[src/rtl/mag_cmp_pkg.sv]
package mag_cmp_pkg;

  typedef struct packed {
    logic lt;
    logic gt;
    logic eq;
  } cmp_stat_t;

  localparam cmp_stat_t CMP_SEED = '{lt: 1'b0, gt: 1'b0, eq: 1'b1};

endpackage

[src/rtl/mag_cmp_slice.sv]
module mag_cmp_slice
  import mag_cmp_pkg::*;
#(
  parameter int SLICE_W = 4
) (
  input  logic [SLICE_W-1:0] grp_a,
  input  logic [SLICE_W-1:0] grp_b,
  input  cmp_stat_t          stat_in,
  output cmp_stat_t          stat_out
);

  // Scan upward so that the highest differing pair is the last to write.
  always_comb begin
    stat_out = stat_in;
    for (int i = 0; i < SLICE_W; i++) begin
      if (grp_a[i] != grp_b[i]) begin
        stat_out.lt = ~grp_a[i];
        stat_out.gt = grp_a[i];
        stat_out.eq = 1'b0;
      end
    end
  end

endmodule

[src/rtl/mag_cmp_chain.sv]
module mag_cmp_chain
  import mag_cmp_pkg::*;
#(
  parameter int NUM_SLICES = 4,
  parameter int SLICE_W    = 4
) (
  input  logic [NUM_SLICES*SLICE_W-1:0] opnd_a,
  input  logic [NUM_SLICES*SLICE_W-1:0] opnd_b,
  output cmp_stat_t                     result
);

  cmp_stat_t link [NUM_SLICES+1];

  // the lowest slice sees "equal so far"
  assign link[0] = CMP_SEED;

  for (genvar k = 0; k < NUM_SLICES; k++) begin : g_stage
    mag_cmp_slice #(.SLICE_W(SLICE_W)) u_slice (
      .grp_a   (opnd_a[k*SLICE_W +: SLICE_W]),
      .grp_b   (opnd_b[k*SLICE_W +: SLICE_W]),
      .stat_in (link[k]),
      .stat_out(link[k+1])
    );
  end

  assign result = link[NUM_SLICES];

endmodule

[src/rtl/mag_cmp_tree.sv]
module mag_cmp_tree
  import mag_cmp_pkg::*;
#(
  parameter int IN_W    = 16,
  parameter int SLICE_W = 4
) (
  input  logic [IN_W-1:0] bits_a,
  input  logic [IN_W-1:0] bits_b,
  output cmp_stat_t       result
);

  localparam int GROUPS = (IN_W + SLICE_W - 1) / SLICE_W;
  localparam int PAD_W  = GROUPS * SLICE_W;

  // Zero padding on both sides compares as equal and never decides.
  logic [PAD_W-1:0]  pad_a;
  logic [PAD_W-1:0]  pad_b;
  logic [GROUPS-1:0] grp_gt;
  logic [GROUPS-1:0] grp_lt;
  cmp_stat_t         grp_stat [GROUPS];

  assign pad_a = PAD_W'(bits_a);
  assign pad_b = PAD_W'(bits_b);

  for (genvar g = 0; g < GROUPS; g++) begin : g_group
    mag_cmp_slice #(.SLICE_W(SLICE_W)) u_slice (
      .grp_a   (pad_a[g*SLICE_W +: SLICE_W]),
      .grp_b   (pad_b[g*SLICE_W +: SLICE_W]),
      .stat_in (CMP_SEED),
      .stat_out(grp_stat[g])
    );
    assign grp_gt[g] = grp_stat[g].gt;
    assign grp_lt[g] = grp_stat[g].lt;
  end

  if (GROUPS == 1) begin : g_root
    assign result = grp_stat[0];
  end else begin : g_next
    // A group's greater flag stands in for its A bit, less for its B bit.
    mag_cmp_tree #(.IN_W(GROUPS), .SLICE_W(SLICE_W)) u_level (
      .bits_a(grp_gt),
      .bits_b(grp_lt),
      .result(result)
    );
  end

endmodule

[src/rtl/mag_cmp_top.sv]
module mag_cmp_top
  import mag_cmp_pkg::*;
#(
  parameter int NUM_SLICES = 4,
  parameter int SLICE_W    = 4,
  parameter bit TREE_MODE  = 1'b0
) (
  input  logic                          clk,
  input  logic                          rst,
  input  logic [NUM_SLICES*SLICE_W-1:0] opnd_a,
  input  logic [NUM_SLICES*SLICE_W-1:0] opnd_b,
  output logic                          a_lt_b,
  output logic                          a_gt_b,
  output logic                          a_eq_b
);

  localparam int OP_W = NUM_SLICES * SLICE_W;

  cmp_stat_t comb_res;
  cmp_stat_t res_q;

  if (TREE_MODE) begin : g_tree
    mag_cmp_tree #(.IN_W(OP_W), .SLICE_W(SLICE_W)) u_tree (
      .bits_a(opnd_a),
      .bits_b(opnd_b),
      .result(comb_res)
    );
  end else begin : g_chain
    mag_cmp_chain #(.NUM_SLICES(NUM_SLICES), .SLICE_W(SLICE_W)) u_chain (
      .opnd_a(opnd_a),
      .opnd_b(opnd_b),
      .result(comb_res)
    );
  end

  always_ff @(posedge clk) begin
    if (rst) begin
      res_q <= CMP_SEED;
    end else begin
      res_q <= comb_res;
    end
  end

  assign a_lt_b = res_q.lt;
  assign a_gt_b = res_q.gt;
  assign a_eq_b = res_q.eq;

  a_r1_onehot: assert property (@(posedge clk) disable iff (rst)
    $countones({a_lt_b, a_gt_b, a_eq_b}) == 1);

  a_r2_equal: assert property (@(posedge clk) disable iff (rst)
    !$past(rst) |-> (a_eq_b == ($past(opnd_a) == $past(opnd_b))));

  a_r3_less: assert property (@(posedge clk) disable iff (rst)
    !$past(rst) |-> (a_lt_b == ($past(opnd_a) < $past(opnd_b))));

  a_r4_greater: assert property (@(posedge clk) disable iff (rst)
    !$past(rst) |-> (a_gt_b == ($past(opnd_a) > $past(opnd_b))));

  a_r8_reset: assert property (@(posedge clk)
    $past(rst) |-> (a_eq_b && !a_lt_b && !a_gt_b));

endmodule

[config.mk]
export PLATFORM = sky130hd
export DESIGN_NAME = mag_cmp_top
export DESIGN_NICKNAME = d
export VERILOG_FILES = /design/src/rtl/mag_cmp_pkg.sv /design/src/rtl/mag_cmp_slice.sv /design/src/rtl/mag_cmp_chain.sv /design/src/rtl/mag_cmp_tree.sv /design/src/rtl/mag_cmp_top.sv
export SDC_FILE = /design/constraint.sdc
export NUM_CORES = 1
export LEC_CHECK = 0
export ABC_AREA = 0
export BUFFER_PORTS_ARGS = -buffer_cell sky130_fd_sc_hd__buf_2
export CAP_MARGIN = 10
export CORE_AREA = 2 2 39 41
export CTS_BUF_LIST = sky130_fd_sc_hd__clkbuf_4
export CTS_CLUSTER_SIZE = 8
export DETAILED_ROUTE_END_ITERATION = 6
export DIE_AREA = 0 0 41 43
export PLACE_DENSITY = 0.76
export SLEW_MARGIN = 0
export SYNTH_ARGS = -nofsm -noshare
export SYNTH_HDL_FRONTEND = slang
export SYNTH_SLANG_ARGS = --single-unit
[constraint.sdc]
create_clock -name clk -period 2.5 [get_ports clk]
set_clock_uncertainty 0.2 [all_clocks]
set_input_delay 0.25 -clock clk [delete_from_list [all_inputs] [get_ports clk]]
set_output_delay 0.25 -clock clk [all_outputs]
set_load 0.1 [all_outputs]
# Yosys cells after proc, flatten, opt, wreduce, memory -nomap -nowiden

Cells that the tools add are included.

Bitwise operators: 16
Multiplexer cells: 16
Eq/ne operators: 16

Operators by type and width:

| kind       | count |
|---|---|
| $mux 3     | 16 |
| $ne 1x1->1 | 16 |
| $not 1->1  | 16 |

Input bits: 34
Output and inout bits: 3
Word-level logic and storage cells: 51
Register bits after elaboration: 3

# Logic depth before layout (Yosys ltp)

Depth in word-level cells: 17
Mapped depth: 7
Gate-level depth less buffers: 7

# Modules after synthesis

Synthesis repeated with hierarchy kept, for this count alone.

Cell total of the unflattened synthesis: 96
Area total of the unflattened synthesis: 631.9 um^2

Modules (own cells, without submodules):

| module        | sequential area each (um^2) | area each (um^2) | instances | cells an instance |
|---|---|---|---|---|
| mag_cmp_slice | 0.0                         | 135.1            | 4         | 22 |
| mag_cmp_top   | 60.1                        | 83.8             | 1         | 6 |
| mag_cmp_chain | 0.0                         | 7.5              | 1         | 2 |

# Least setup slack after synthesis

No wires, ideal clock.

Kind: in2reg
Start: input opnd_a[0]
End: register res_q, in the netlist a_lt_b
Buffers on the path: 0
Slack: 681 ps
Stages on the path: 7
Data arrival time: 1,540 ps
Setup time: 79 ps
Data required time: 2,221 ps
Cells stage by stage: inv_1 ha_1 clkinvlp_2 maj3_2 or3_1 a311o_1 a211oi_2

Longest elaborated chain between the ends: 17
Elaborated cells on any way between the ends: 18
Classes of those cells: 1 x eq/ne; 16 x mux; 1 x bitwise

RTL lines:

| what                                           | RTL line                                 | text |
|---|---|---|
| start, declared                                | mag_cmp_top.sv:10                        | `input logic [NUM_SLICES*SLICE_W-1:0] opnd_a,` |
| $ne 1x1->1 / $not 1->1 (equally long branches) | mag_cmp_slice.sv:16, mag_cmp_slice.sv:17 |  |
| $mux 3 * (16 in series)                        | mag_cmp_slice.sv:16                      | `if (grp_a[i] != grp_b[i]) begin` |
| end signal, assigned                           | mag_cmp_top.sv:40                        | `res_q <= comb_res;` |
| end, declared                                  | mag_cmp_top.sv:20                        | `cmp_stat_t res_q;` |

Mark *: on every way between the ends. The rest lies on a longest branch, timed or not.
A chain may end at the register's enable or synchronous reset.

# Final worst setup path

Ends and elaborated chain as after synthesis.

==> flow_metrics.env <==
export IMPL_ys_warn_count=0
export IMPL_crit_path_end_kind="register"
export IMPL_gp_congestion=0.745
export IMPL_syn2layout_area_growth_pct=45.9
export IMPL_final_common_cell="buf_2"
export IMPL_utilization=0.529
export IMPL_cts_buffers=3
export IMPL_synth_ff_latch_count=3
export IMPL_cpMaxStageDelayCell="or3_1"
export IMPL_drt_iter0_markers=5
export IMPL_start_kind="input port"
export IMPL_fmaxAchievable_mhz=559
export IMPL_holdBufCountCts=0
export IMPL_via_per_inst=4.65
export IMPL_clk_pin_slew_ns=0.03
export IMPL_dr_pass1_iters=4
export IMPL_drive_gt1_frac=0.396
export IMPL_wl_mm=1.11
export IMPL_clock_sinks=3
export IMPL_synth_top_cell_area_share=0.137
export IMPL_vias=591
export IMPL_critPathKind="input port to register"
export IMPL_grt_util_all_layers=0.124
export IMPL_boundaryPins=37
export IMPL_worstPathCellList="buf_2, inv_1, ha_1, clkinvlp_2, maj3_2, or3_1, a311o_1, a211oi_2"
export IMPL_cts_htree_levels=1
export IMPL_rsz0062_at_grt="false"
export IMPL_nets=148
export IMPL_die_h_um=43
export IMPL_worst_ir_drop_vdd_mv=0.212
export IMPL_hold_viol=0
export IMPL_slowest_delay_ns=0.30
export IMPL_antenna_found_initial=0
export IMPL_hold_class="input port to register"
export IMPL_final_min_clock_period_ns=1.79
export IMPL_clockBufferDepth=2
export IMPL_worstPathMaxFanout=2
export IMPL_ant_nets=0
export IMPL_cts_tree="built"
export IMPL_nFillCells=138
export IMPL_whs_ns=0.0349
export IMPL_io_buffers=36
export IMPL_post_cts_buffers=0
export IMPL_syn_area_um2=502
export IMPL_post_route_period_util=0.716
export IMPL_status="finished clean"
export IMPL_first_global_vias=486
export IMPL_final_area_um2=732
export IMPL_avgSynthCellArea_um2=7.07
export IMPL_placed_cell_area_um2=702
export IMPL_setup_tns_ns=0
export IMPL_leakage_uw=0.000380
export IMPL_wl_per_cell_um=8.74
export IMPL_drv_cap=0
export IMPL_hpwl_mm=1.02
export IMPL_die_w_um=41
export IMPL_cp_required_ns=2.44
export IMPL_syn_inst=71
export IMPL_synth_area_leaders="nand2b_1 (14%), dfxtp_1 (12%), inv_1 (8.2%), nor2b_1 (7.5%), xor2_1 (5.2%)"
export IMPL_cpLargestDelayFamily="compound AO/OA/AOI/OAI gates"
export IMPL_drv_slew=0
export IMPL_crit_arrival_ns=1.73
export IMPL_final_cell_mix="buf_2 (36), inv_1 (11), nand2b_1 (11), nor2b_1 (6), nand2_1 (5)"
export IMPL_yosysTopAreaCell="nand2b_1"
export IMPL_ctsRootBufferMaster="clkbuf_4"
export IMPL_synth_seq_area_share=0.120
export IMPL_overflow=0
export IMPL_finalSetupViolCount=0
export IMPL_grt_pass1_wl_mm=1.62
export IMPL_post_cts_resize_count=0
export IMPL_diodes=0
export IMPL_slew_headroom=0.618
export IMPL_rows=14
export IMPL_drcViolationCount=0
export IMPL_critPathBufInv=3
export IMPL_synth_cell_types=28
export IMPL_power_total_uw=267
export IMPL_start_util=0.363
export IMPL_tightest_slew_ns=0.565
export IMPL_die_area_um2=1760
export IMPL_core_region_area_um2=1380
export IMPL_grt_max_degree=5
export IMPL_powerDensity_nw_per_um2=365
export IMPL_syn_num_nets=107
## report_power, final
group          internal, uW  leakage (uW)  switching [uW]  total (uW)
combinational          50.4      0.000337            73.4         124
sequential             52.1     0.0000251           0.606        52.7
clock                  70.3     0.0000184            20.6        90.9
## synth_stat cells (all sizes together)
| master | number |
|---|---|
| o311ai | 1 |
| dfxtp | 3 |
| a41o | 1 |
| nand3 | 1 |
| nor2b | 6 |
| a211oi | 1 |
| nand4b | 1 |
| o21ai | 4 |
| nand2 | 5 |
| o211ai | 1 |
| xnor2 | 2 |
| maj3 | 3 |
| xor2 | 3 |
| nor4b | 1 |
| a31oi | 3 |
| nand2b | 11 |
| clkinvlp | 1 |
| a311oi | 1 |
| or3 | 1 |
| o22ai | 1 |
| inv | 11 |
| nor4 | 2 |
| a311o | 1 |
| ha | 2 |
| o2111ai | 1 |
| nor2 | 3 |
## through the flow
| step | setup slack (ns) | std cells |
|---|---|---|
| after floorplan | 0.681 | 71 |
| after global placement | 0.530 | 123 |
| after detailed placement | 0.472 | 123 |
| after CTS | 0.698 | 127 |
| after global routing | 0.645 | 127 |
| final | 0.710 | 127 |
## layer usage
layer	share of wire	up-vias	wire [um]	track usage
li1	-	327	-	-
met1	0.43	240	480	0.154
met2	0.49	24	546	0.219
met3	0.075	0	83	0.0157
met4	0	0	0	0.0200
met5	0	-	0	0
## cell families after synthesis
group	Yosys count	share of synthesized area
AO/OA/AOI/OAI	15	0.222
XOR/XNOR	5	0.0873
adder cells (fa/ha/maj)	5	0.112
buffers and inverters	12	0.0923
flip-flops	3	0.120
AND/OR/NAND/NOR	31	0.367
## worst paths after layout
| path | cells past startpoint | endpoint | slack, ns | startpoint |
|---|---|---|---|---|
| worst min-delay path | 2 | a_lt_b | 0.03 | rst |
| worst max-delay path | 8 | a_lt_b | 0.71 | opnd_a[0] |
## state kept, by name (all words and copies together) (netlist names)
| name | count |
|---|---|
| a_eq_b | 1 |
| a_lt_b | 1 |
| a_gt_b | 1 |
## layout make-up
cell class	count	area, um^2	share of cell area
Timing Repair Buffer	36	180	0.246
Clock buffer	4	30.0	0.0410
Inverter	12	46.3	0.0632
Sequential cell	3	60.1	0.0821
Tap cell	16	20.0	0.0274
Multi-Input combinational cell	56	395	0.540
(Power assumes the default switching activity.)
